$ cat src/rtl/divsearch_pkg.sv
package divsearch_pkg;
  localparam int RATE_W  = 32;
  localparam int FACT_W  = 8;
  localparam int M_W     = 4;
  localparam int N_W     = 3;
  localparam int DEC_DIV = 10;

  typedef enum logic [1:0] {
    SEL_PRE  = 2'd0,
    SEL_DEC  = 2'd1,
    SEL_CAND = 2'd2
  } opSel_e;

  typedef struct packed {
    logic   load;
    logic   divGo;
    opSel_e sel;
    logic   keepStage;
    logic   keepBase;
    logic   evalStep;
  } ctlStrobe_t;
endpackage

$ cat src/rtl/divsearch_div.sv
module divsearch_div #(
  parameter int W = 32
) (
  input  logic         clk,
  input  logic         rstN,
  input  logic         go,
  input  logic [W-1:0] dividend,
  input  logic [W-1:0] divisor,
  output logic         fin,
  output logic [W-1:0] quot
);
  localparam int CNT_W = $clog2(W + 1);

  logic [W-1:0]     quotR, remR, dvsR;
  logic [CNT_W-1:0] cnt;
  logic             running;
  logic [W:0]       trial;
  logic             ge;

  always_comb begin
    trial = {remR, quotR[W-1]};
    ge    = (trial >= {1'b0, dvsR});
  end

  always_ff @(posedge clk) begin
    if (!rstN) begin
      quotR   <= '0;
      remR    <= '0;
      dvsR    <= '0;
      cnt     <= '0;
      running <= 1'b0;
      fin     <= 1'b0;
    end else begin
      fin <= 1'b0;
      if (go) begin
        quotR   <= dividend;
        remR    <= '0;
        dvsR    <= divisor;
        cnt     <= '0;
        running <= 1'b1;
      end else if (running) begin
        remR  <= ge ? W'(trial - {1'b0, dvsR}) : trial[W-1:0];
        quotR <= {quotR[W-2:0], ge};
        cnt   <= cnt + 1'b1;
        if (cnt == CNT_W'(W - 1)) begin
          running <= 1'b0;
          fin     <= 1'b1;
        end
      end
    end
  end

  assign quot = quotR;
endmodule

$ cat src/rtl/divsearch_dp.sv
module divsearch_dp
  import divsearch_pkg::*;
#(
  parameter int RW  = RATE_W,
  parameter int FW  = FACT_W,
  parameter int MW  = M_W,
  parameter int NW  = N_W,
  parameter int DEC = DEC_DIV
) (
  input  logic          clk,
  input  logic          rstN,
  input  ctlStrobe_t    ctl,
  input  logic [RW-1:0] parentRate,
  input  logic [RW-1:0] targetRate,
  input  logic [FW-1:0] preDiv,
  input  logic [FW-1:0] mOffset,
  output logic          divDone,
  output logic          lastCand,
  output logic [RW-1:0] resRate,
  output logic [MW-1:0] resM,
  output logic [NW-1:0] resN
);
  localparam logic [MW-1:0] M_LAST = {MW{1'b1}};
  localparam logic [NW-1:0] N_LAST = {NW{1'b1}};

  logic [RW-1:0] parentR, targetR, stageR, baseR;
  logic [FW-1:0] preDivR, mOffR;
  logic [MW-1:0] mIdx;
  logic [NW-1:0] nIdx;
  logic [RW-1:0] opA, opB, quot;
  logic [RW-1:0] distCand, distBest;
  logic          accept;

  always_comb begin
    unique case (ctl.sel)
      SEL_PRE: begin
        opA = parentR;
        opB = RW'(preDivR);
      end
      SEL_DEC: begin
        opA = stageR;
        opB = RW'(DEC);
      end
      default: begin
        opA = baseR >> nIdx;
        opB = RW'(mIdx) + RW'(mOffR);
      end
    endcase
  end

  divsearch_div #(.W(RW)) u_div (
    .clk      (clk),
    .rstN     (rstN),
    .go       (ctl.divGo),
    .dividend (opA),
    .divisor  (opB),
    .fin      (divDone),
    .quot     (quot)
  );

  always_comb begin
    distCand = targetR - quot;
    distBest = targetR - resRate;
    accept   = (quot <= targetR) && (distCand < distBest);
    lastCand = (mIdx == M_LAST) && (nIdx == N_LAST);
  end

  always_ff @(posedge clk) begin
    if (!rstN) begin
      parentR <= '0;
      targetR <= '0;
      preDivR <= '0;
      mOffR   <= '0;
      stageR  <= '0;
      baseR   <= '0;
      mIdx    <= '0;
      nIdx    <= '0;
      resRate <= '0;
      resM    <= '0;
      resN    <= '0;
    end else begin
      if (ctl.load) begin
        parentR <= parentRate;
        targetR <= targetRate;
        preDivR <= preDiv;
        mOffR   <= mOffset;
        mIdx    <= '0;
        nIdx    <= '0;
        resRate <= '0;
        resM    <= '0;
        resN    <= '0;
      end
      if (ctl.keepStage) stageR <= quot;
      if (ctl.keepBase)  baseR  <= quot;
      if (ctl.evalStep) begin
        if (accept) begin
          resRate <= quot;
          resM    <= mIdx;
          resN    <= nIdx;
        end
        if (nIdx == N_LAST) begin
          nIdx <= '0;
          mIdx <= mIdx + 1'b1;
        end else begin
          nIdx <= nIdx + 1'b1;
        end
      end
    end
  end
endmodule

$ cat src/rtl/divsearch_ctrl.sv
module divsearch_ctrl
  import divsearch_pkg::*;
(
  input  logic       clk,
  input  logic       rstN,
  input  logic       start,
  input  logic       divDone,
  input  logic       lastCand,
  output ctlStrobe_t ctl,
  output logic       busy,
  output logic       done
);
  typedef enum logic [2:0] {
    S_IDLE, S_PRE_GO, S_PRE_WAIT, S_DEC_GO, S_DEC_WAIT,
    S_CAND_GO, S_CAND_WAIT, S_FINISH
  } state_e;

  state_e state, nxt;

  always_comb begin
    nxt = state;
    ctl = '0;
    ctl.sel = SEL_CAND;
    unique case (state)
      S_IDLE: if (start) begin
        ctl.load = 1'b1;
        nxt = S_PRE_GO;
      end
      S_PRE_GO: begin
        ctl.sel   = SEL_PRE;
        ctl.divGo = 1'b1;
        nxt = S_PRE_WAIT;
      end
      S_PRE_WAIT: begin
        ctl.sel = SEL_PRE;
        if (divDone) begin
          ctl.keepStage = 1'b1;
          nxt = S_DEC_GO;
        end
      end
      S_DEC_GO: begin
        ctl.sel   = SEL_DEC;
        ctl.divGo = 1'b1;
        nxt = S_DEC_WAIT;
      end
      S_DEC_WAIT: begin
        ctl.sel = SEL_DEC;
        if (divDone) begin
          ctl.keepBase = 1'b1;
          nxt = S_CAND_GO;
        end
      end
      S_CAND_GO: begin
        ctl.divGo = 1'b1;
        nxt = S_CAND_WAIT;
      end
      S_CAND_WAIT: if (divDone) begin
        ctl.evalStep = 1'b1;
        nxt = lastCand ? S_FINISH : S_CAND_GO;
      end
      default: nxt = S_IDLE;
    endcase
  end

  always_ff @(posedge clk) begin
    if (!rstN) state <= S_IDLE;
    else       state <= nxt;
  end

  assign busy = (state != S_IDLE);
  assign done = (state == S_FINISH);
endmodule

$ cat src/rtl/divsearch_top.sv
module divsearch_top
  import divsearch_pkg::*;
(
  input  logic              clk,
  input  logic              rstN,
  input  logic              start,
  input  logic [RATE_W-1:0] parentRate,
  input  logic [RATE_W-1:0] targetRate,
  input  logic [FACT_W-1:0] preDiv,
  input  logic [FACT_W-1:0] mOffset,
  output logic              busy,
  output logic              done,
  output logic [RATE_W-1:0] resRate,
  output logic [M_W-1:0]    resM,
  output logic [N_W-1:0]    resN
);
  ctlStrobe_t ctl;
  logic       divDone, lastCand;

  divsearch_ctrl u_ctrl (
    .clk      (clk),
    .rstN     (rstN),
    .start    (start),
    .divDone  (divDone),
    .lastCand (lastCand),
    .ctl      (ctl),
    .busy     (busy),
    .done     (done)
  );

  divsearch_dp u_dp (
    .clk        (clk),
    .rstN       (rstN),
    .ctl        (ctl),
    .parentRate (parentRate),
    .targetRate (targetRate),
    .preDiv     (preDiv),
    .mOffset    (mOffset),
    .divDone    (divDone),
    .lastCand   (lastCand),
    .resRate    (resRate),
    .resM       (resM),
    .resN       (resN)
  );
endmodule

$ cat config.mk
export PLATFORM = sky130hd
export DESIGN_NAME = divsearch_top
export DESIGN_NICKNAME = d
export VERILOG_FILES = /design/src/rtl/divsearch_pkg.sv /design/src/rtl/divsearch_div.sv /design/src/rtl/divsearch_dp.sv /design/src/rtl/divsearch_ctrl.sv /design/src/rtl/divsearch_top.sv
export SDC_FILE = /design/constraint.sdc
export NUM_CORES = 1
export LEC_CHECK = 0
export CORE_ASPECT_RATIO = 1.2
export CORE_UTILIZATION = 33
export DETAILED_ROUTE_END_ITERATION = 12
export GPL_ROUTABILITY_DRIVEN = 0
export PLACE_DENSITY = 0.58
export SLEW_MARGIN = 25
export SYNTH_ARGS = -nofsm -noshare
export SYNTH_HDL_FRONTEND = slang
export SYNTH_SLANG_ARGS = --single-unit
export TNS_END_PERCENT = 50
$ cat constraint.sdc
create_clock -name clk -period 5.09 [get_ports clk]
set_input_delay 0.7635 -clock clk [delete_from_list [all_inputs] [get_ports clk]]
set_output_delay 0.7635 -clock clk [all_outputs]
set_load 0.05 [all_outputs]
# Word-level counts from Yosys, hierarchy flattened
# Index checks and enable logic that the tools add are counted.
# classes
n_lt_le_gt_ge,3
n_eq_ne,15
bitwise,2
n_mux,38
n_shift,1
reduce_logical,13
n_addsub,7
# ops
op,n
32-bit two-way mux,6
32-bit case mux with 2 select lines,2
32-bit subtractor,3
33-bit by 32-bit greater-or-equal comparator with 1-bit output,1
32-bit <= comparator,1
32-bit less-than comparator,1
32-bit by 3-bit >> shifter with 32-bit output,1
3-bit two-way mux,10
4-bit two-way mux,6
3-bit case mux with 7 select lines,1
3-bit equality test (second input constant),5
1-bit two-way mux,11
4-bit by 8-bit adder with 9-bit output,1
6-bit by 1-bit adder with 6-bit output (second input constant),1
3-bit by 2-bit equality test with 1-bit output (second input constant),2
6-bit by 5-bit equality test with 1-bit output (second input constant),1
2-bit by 1-bit != test with 1-bit output (second input constant),3
2-bit OR reduction,3
3-bit OR reduction,2
4-bit by 1-bit adder with 4-bit output (second input constant),1
4-bit equality test (second input constant),1
2-bit case mux with 2 select lines,1
4-bit AND reduction,1
2-bit nonzero test,2
10 further kinds,12
# word_totals
wordCells,97
register_bits,297

# Longest topological paths before layout
# depth
word_depth,6
mapped_depth,24
depth_no_buf,22

# By module
# Synthesis repeated with hierarchy kept, for this count alone.
# unflattened
hier_cells,2419
area_unflattened_um2,20273.2
# modules_own_cells
mod,area_per_inst_um2,seq_area_each_um2,n_inst,cells_each
divsearch_dp,13585.5,3803.6,1,1611
divsearch_div,6461.2,2082.0,1,780
divsearch_ctrl,226.5,60.1,1,28

# Worst setup path before layout
# No wires, ideal clock.
# synth_timing
kind,register -> register
startpoint,register u_dp.resRate[1]
endpoint,register u_dp.resM[0]
stages_incl_launch_ff,22
required_ns,5.016
synth_period_minus_slack_ns,5.525
setup_time_ns,0.074
slack_ns,-0.435
arrival_time_ns,5.451
cell_sequence,dfxtp_1 -> inv_1 -> ha_1 -> nor2b_1 -> o2111a_1 -> o311ai_0 -> a211oi_1 -> a41o_1 -> o41ai_1 -> o21bai_1 -> a21oi_1 -> xnor2_1 -> ha_1 -> and3_1 -> nand4_1 -> nor2_1 -> a2111oi_0 -> nand3_1 -> a211oi_1 -> buf_2 -> buf_1 -> mux2i_1
# synth_via
elab_chain_cells,5
# synth_lines
element,line,source
"start, declared",divsearch_dp.sv:19,"output logic [RW-1:0] resRate,"
"start signal, assigned",divsearch_dp.sv:97,resRate <= quot;
32-bit subtractor,divsearch_dp.sv:63,distBest = targetR - resRate;
32-bit less-than comparator,divsearch_dp.sv:64,accept = (quot <= targetR) && (distCand < distBest);
1-bit logical AND,divsearch_dp.sv:64,
4-bit two-way mux,divsearch_dp.sv:96,if (accept) begin
4-bit two-way mux,divsearch_dp.sv:95,if (ctl.evalStep) begin
"end signal, assigned",divsearch_dp.sv:98,resM <= mIdx;
"end, declared",divsearch_dp.sv:20,"output logic [MW-1:0] resM,"
# No other way between the ends.
# A chain may end at the register's enable or synchronous reset.

# Worst setup path after layout
# layout_timing
startpoint,register u_dp.targetR[0]
endpoint,register u_dp.resRate[28]
# layout_via
elab_chain_cells,5
# layout_lines
element,line,source
"start, declared",divsearch_dp.sv:26,"logic [RW-1:0] parentR, targetR, stageR, baseR;"
"start signal, assigned",divsearch_dp.sv:84,targetR <= targetRate;
32-bit subtractor (on tied branches),"divsearch_dp.sv:62, divsearch_dp.sv:63",
32-bit less-than comparator,divsearch_dp.sv:64,
1-bit logical AND *,divsearch_dp.sv:64,
32-bit two-way mux *,divsearch_dp.sv:96,
32-bit two-way mux *,divsearch_dp.sv:95,
# Mark *: on every way between the ends. The rest lies on a longest branch, timed or not.

==> flow_summary.json <==
{
  "viasPerCell": 5.28,
  "maxCapViolCount": 0,
  "synth_top_family_by_area": "compound AO/OA/AOI/OAI gates",
  "grt_overflow": 0,
  "grt_use_total_pct": 18.5,
  "htree_levels": 1,
  "cts_buffers": 29,
  "peakVddDrop_mv": 0.236,
  "die_w_um": 208,
  "fmax_mhz": 202,
  "clock_sinks": 274,
  "drive_gt1_share_pct": 8.90,
  "worstPathRequired_ns": 5.58,
  "period_minus_slack_ns": 4.95,
  "p_int_mw": 4.47,
  "critPathMaxFanout": 6,
  "worst_slew_pin_slew_ns": 0.984,
  "synth_simple_gate_area_share_pct": 19.5,
  "synthArstFlopShare_pct": 0,
  "vias": 15672,
  "fillers": 5134,
  "slew_headroom_pct": 34.4,
  "status": "completed",
  "wire_per_inst_um": 16.8,
  "hold_depth": 2,
  "grt_max_degree": 90,
  "finalCritPeriodShare_pct": 97.2,
  "synth_edf_count": 0,
  "synth_warnings": 0,
  "root_buffer": "clkbuf_16",
  "layout_commonest_cell": "nand2_1",
  "clockBufferDepth": 3,
  "cts.clk_slew.worst_paths_ns": 0.07,
  "syn_to_final_growth_pct": 20.0,
  "syn_area_mm2": 0.0168,
  "synthDistinctLibCells": 71,
  "dp.cells": 2907,
  "clk_latency_ns": 0.57,
  "p_leak_nw": 7.52,
  "synth_flop_cell": "dfxtp_1",
  "cp.arrival_ns": 5.44,
  "switching_share_pct": 34.0,
  "p_clk_share_pct": 31.4,
  "port_buffers": 123,
  "maxSlewViolCount": 0,
  "drt-pass1-iter-count": 8,
  "powerDensity_mw_per_mm2": 336,
  "start_util_pct": 33.5,
  "drt-initial-drc-count": 1044,
  "synthCells": 2210,
  "yosysSeqAreaShare_pct": 32.6,
  "fp.dieArea_mm2": 0.0518,
  "pwr-share-seq_pct": 34.8,
  "grt_pass1_vias": 15077,
  "rows": 90,
  "syn_avg_cell_area_um2": 7.60,
  "power.share.combinational_pct": 33.8,
  "yosys-mux-area-fraction_pct": 6.85,
  "place_ws_ns": 0.0166,
  "hold_viol": 0,
  "ff2ff_path_depth": 24,
  "setup_ws_ns": 0.142,
  "synth_adder_area_share_pct": 8.74,
  "cts_tree": "yes",
  "synth_nets": 2408,
  "hold_class": "flop to flop",
  "fin_nets": 2502,
  "diodes": 0,
  "synthXorXnorAreaFrac_pct": 4.90,
  "setup_violations": 0,
  "drt-total-wl_mm": 50.0,
  "skew_ns": 0.0106,
  "mostFrequentLayoutCells": "nand2_1 (402), a21oi_1 (343), dfxtp_1 (266), nor2_1 (141), clkdlybuf4s50_1 (122)",
  "die_h_um": 249,
  "boundaryPins": 124,
  "placeableCoreArea_mm2": 0.0502,
  "antenna_found_initial": 0,
  "synth-seq-cells": 274,
  "switching_power_mw": 2.30,
  "drcViolationCount": 0,
  "crit_type": "flop to flop",
  "dp_hpwl_mm": 36.1,
  "cp-start-kind": "flop",
  "synth_compound_area_share_pct": 21.8,
  "layout.cells.non_filler": 2970,
  "antenna_left": 0,
  "grt_first_pass_wirelength_mm": 79.1,
  "end_kind": "flop"
}
==> Yosys cell counts, types with 4 or more instances <==
| cell | count | area share [%] |
|---|---|---|
| a2111oi_0 | 4 | 0.21 |
| a211oi_1 | 19 | 0.85 |
| a21boi_0 | 7 | 0.31 |
| a21o_1 | 34 | 1.5 |
| a21oi_1 | 345 | 10 |
| a221oi_1 | 9 | 0.47 |
| a31oi_1 | 16 | 0.60 |
| and2_1 | 8 | 0.30 |
| and3_1 | 6 | 0.22 |
| buf_1 | 13 | 0.29 |
| clkbuf_1 | 124 | 2.8 |
| dfxtp_1 | 274 | 33 |
| fa_1 | 4 | 0.48 |
| ha_1 | 111 | 8.3 |
| inv_1 | 99 | 2.2 |
| mux2_2 | 6 | 0.40 |
| mux2i_1 | 79 | 4.7 |
| mux4_2 | 13 | 1.7 |
| nand2_1 | 403 | 9.0 |
| nand2b_1 | 17 | 0.63 |
| nand3_1 | 62 | 1.8 |
| nand4_1 | 15 | 0.56 |
| nor2_1 | 143 | 3.2 |
| nor2b_1 | 27 | 1.0 |
| nor3_1 | 22 | 0.66 |
| nor4_1 | 16 | 0.60 |
| o211ai_1 | 4 | 0.18 |
| o21a_1 | 13 | 0.58 |
| o21ai_0 | 104 | 3.1 |
| o21bai_1 | 7 | 0.31 |
| o22ai_1 | 36 | 1.3 |
| o31a_1 | 4 | 0.21 |
| o31ai_1 | 5 | 0.22 |
| o41ai_1 | 4 | 0.21 |
| or2_2 | 5 | 0.19 |
| or3_1 | 9 | 0.34 |
| or4_1 | 5 | 0.22 |
| xnor2_1 | 59 | 3.1 |
| xor2_1 | 35 | 1.8 |
==> final cells by class <==
type	instances	area (um2)	share of cell area, %
clock buffer	36	782	3.88
tap	644	806	4.00
multi-input combinational	1694	10600	52.5
inverter	101	382	1.89
clock inverter	17	151	0.751
sequential	274	5500	27.3
timing repair buffer	204	1970	9.75
==> final timing paths <==
path	slack (ns)	from	end
max	0.14	u_dp.targetR[0]	u_dp.resRate[28]
min	0.45	u_dp.parentR[16]	u_dp.parentR[16]
max reg2reg	0.14	u_dp.targetR[0]	u_dp.resRate[28]
min reg2reg	0.45	u_dp.parentR[16]	u_dp.parentR[16]
==> timing repair <==
action,CTS,global route
endpoints found under the setup margin,7,39
gates resized for setup,1,35
cloned,1,4
pin swaps,1,17
buffers inserted,1,3
hold buffers,0,0
==> kinds of logic after synthesis <==
group,after synthesis
buf+inv,242
simple gates,750
flops,274
fa+ha+maj,115
mux,98
xor+xnor,94
compound gates,637
==> critical path, cell delays in order, from the launching register on <==
cell and delay [ns]:
dfxtp_1 0.31, inv_1 0.08, ha_2 0.18, inv_1 0.06
fa_2 0.39, a211oi_2 0.25, nor2_2 0.09, o41ai_2 0.29
buf_4 0.18, a311o_1 0.27, a21oi_1 0.09, or3_4 0.36
nand2_1 0.08, o21ai_0 0.09, xnor2_1 0.20, ha_1 0.24
and3_1 0.18, nand4_1 0.11, nor2_1 0.07, a2111oi_2 0.21
nand3_1 0.19, a211oi_4 0.33, buf_6 0.24, clkbuf_16 0.18
mux2i_1 0.20
==> per-stage QoR <==
stage / power, mW / TNS (ns) / cell area [um2] / utilization [%] / hold slack, ns
5_1_grt: 7.18 / -0.0162 / 20200 / 40.2 / 0.474
3_5_place_dp: 4.59 / 0 / 18900 / 37.6 / 0.447
6_report: 6.77 / 0 / 20200 / 40.2 / 0.454
4_1_cts: 6.74 / 0 / 19900 / 39.6 / 0.457
3_3_place_gp: 4.55 / 0 / 18900 / 37.6 / 0.441
2_1_floorplan: 3.97 / 0 / 16800 / - / 0.432
==> power by group through the flow <==
stage / logic, mW / registers, mW / clock network, mW
after detailed placement: 2.18 / 2.40 / 0
after global routing: 2.55 / 2.37 / 2.26
final: 2.29 / 2.36 / 2.13
after CTS: 2.20 / 2.36 / 2.18
after floorplan: 1.61 / 2.36 / 0
after global placement: 2.15 / 2.40 / 0
==> sequential cells by signal, indices dropped and copies added, names as in the netlist <==
signal	flops
u_dp.u_div.running	1
u_dp.nIdx	3
u_dp.targetR	32
u_dp.u_div.fin	1
u_dp.u_div.dvsR	9
u_dp.parentR	32
u_dp.u_div.cnt	6
u_dp.resM	4
u_dp.u_div.remR	32
u_dp.resN	3
u_dp.preDivR	8
u_ctrl.state	3
u_dp.mIdx	4
u_dp.mOffR	8
u_dp.resRate	32
u_dp.baseR	32
u_dp.u_div.quot	32
u_dp.stageR	32
==> per-layer routing <==
layer	up-vias	wire length [um]	global-route usage [%]
met4	0	1070	4.66
li1	7892	-	-
met3	68	2210	1.95
met1	7326	22900	24.4
met5	-	0	0
met2	386	23800	31.9
Power figures use the tool's default switching activity.
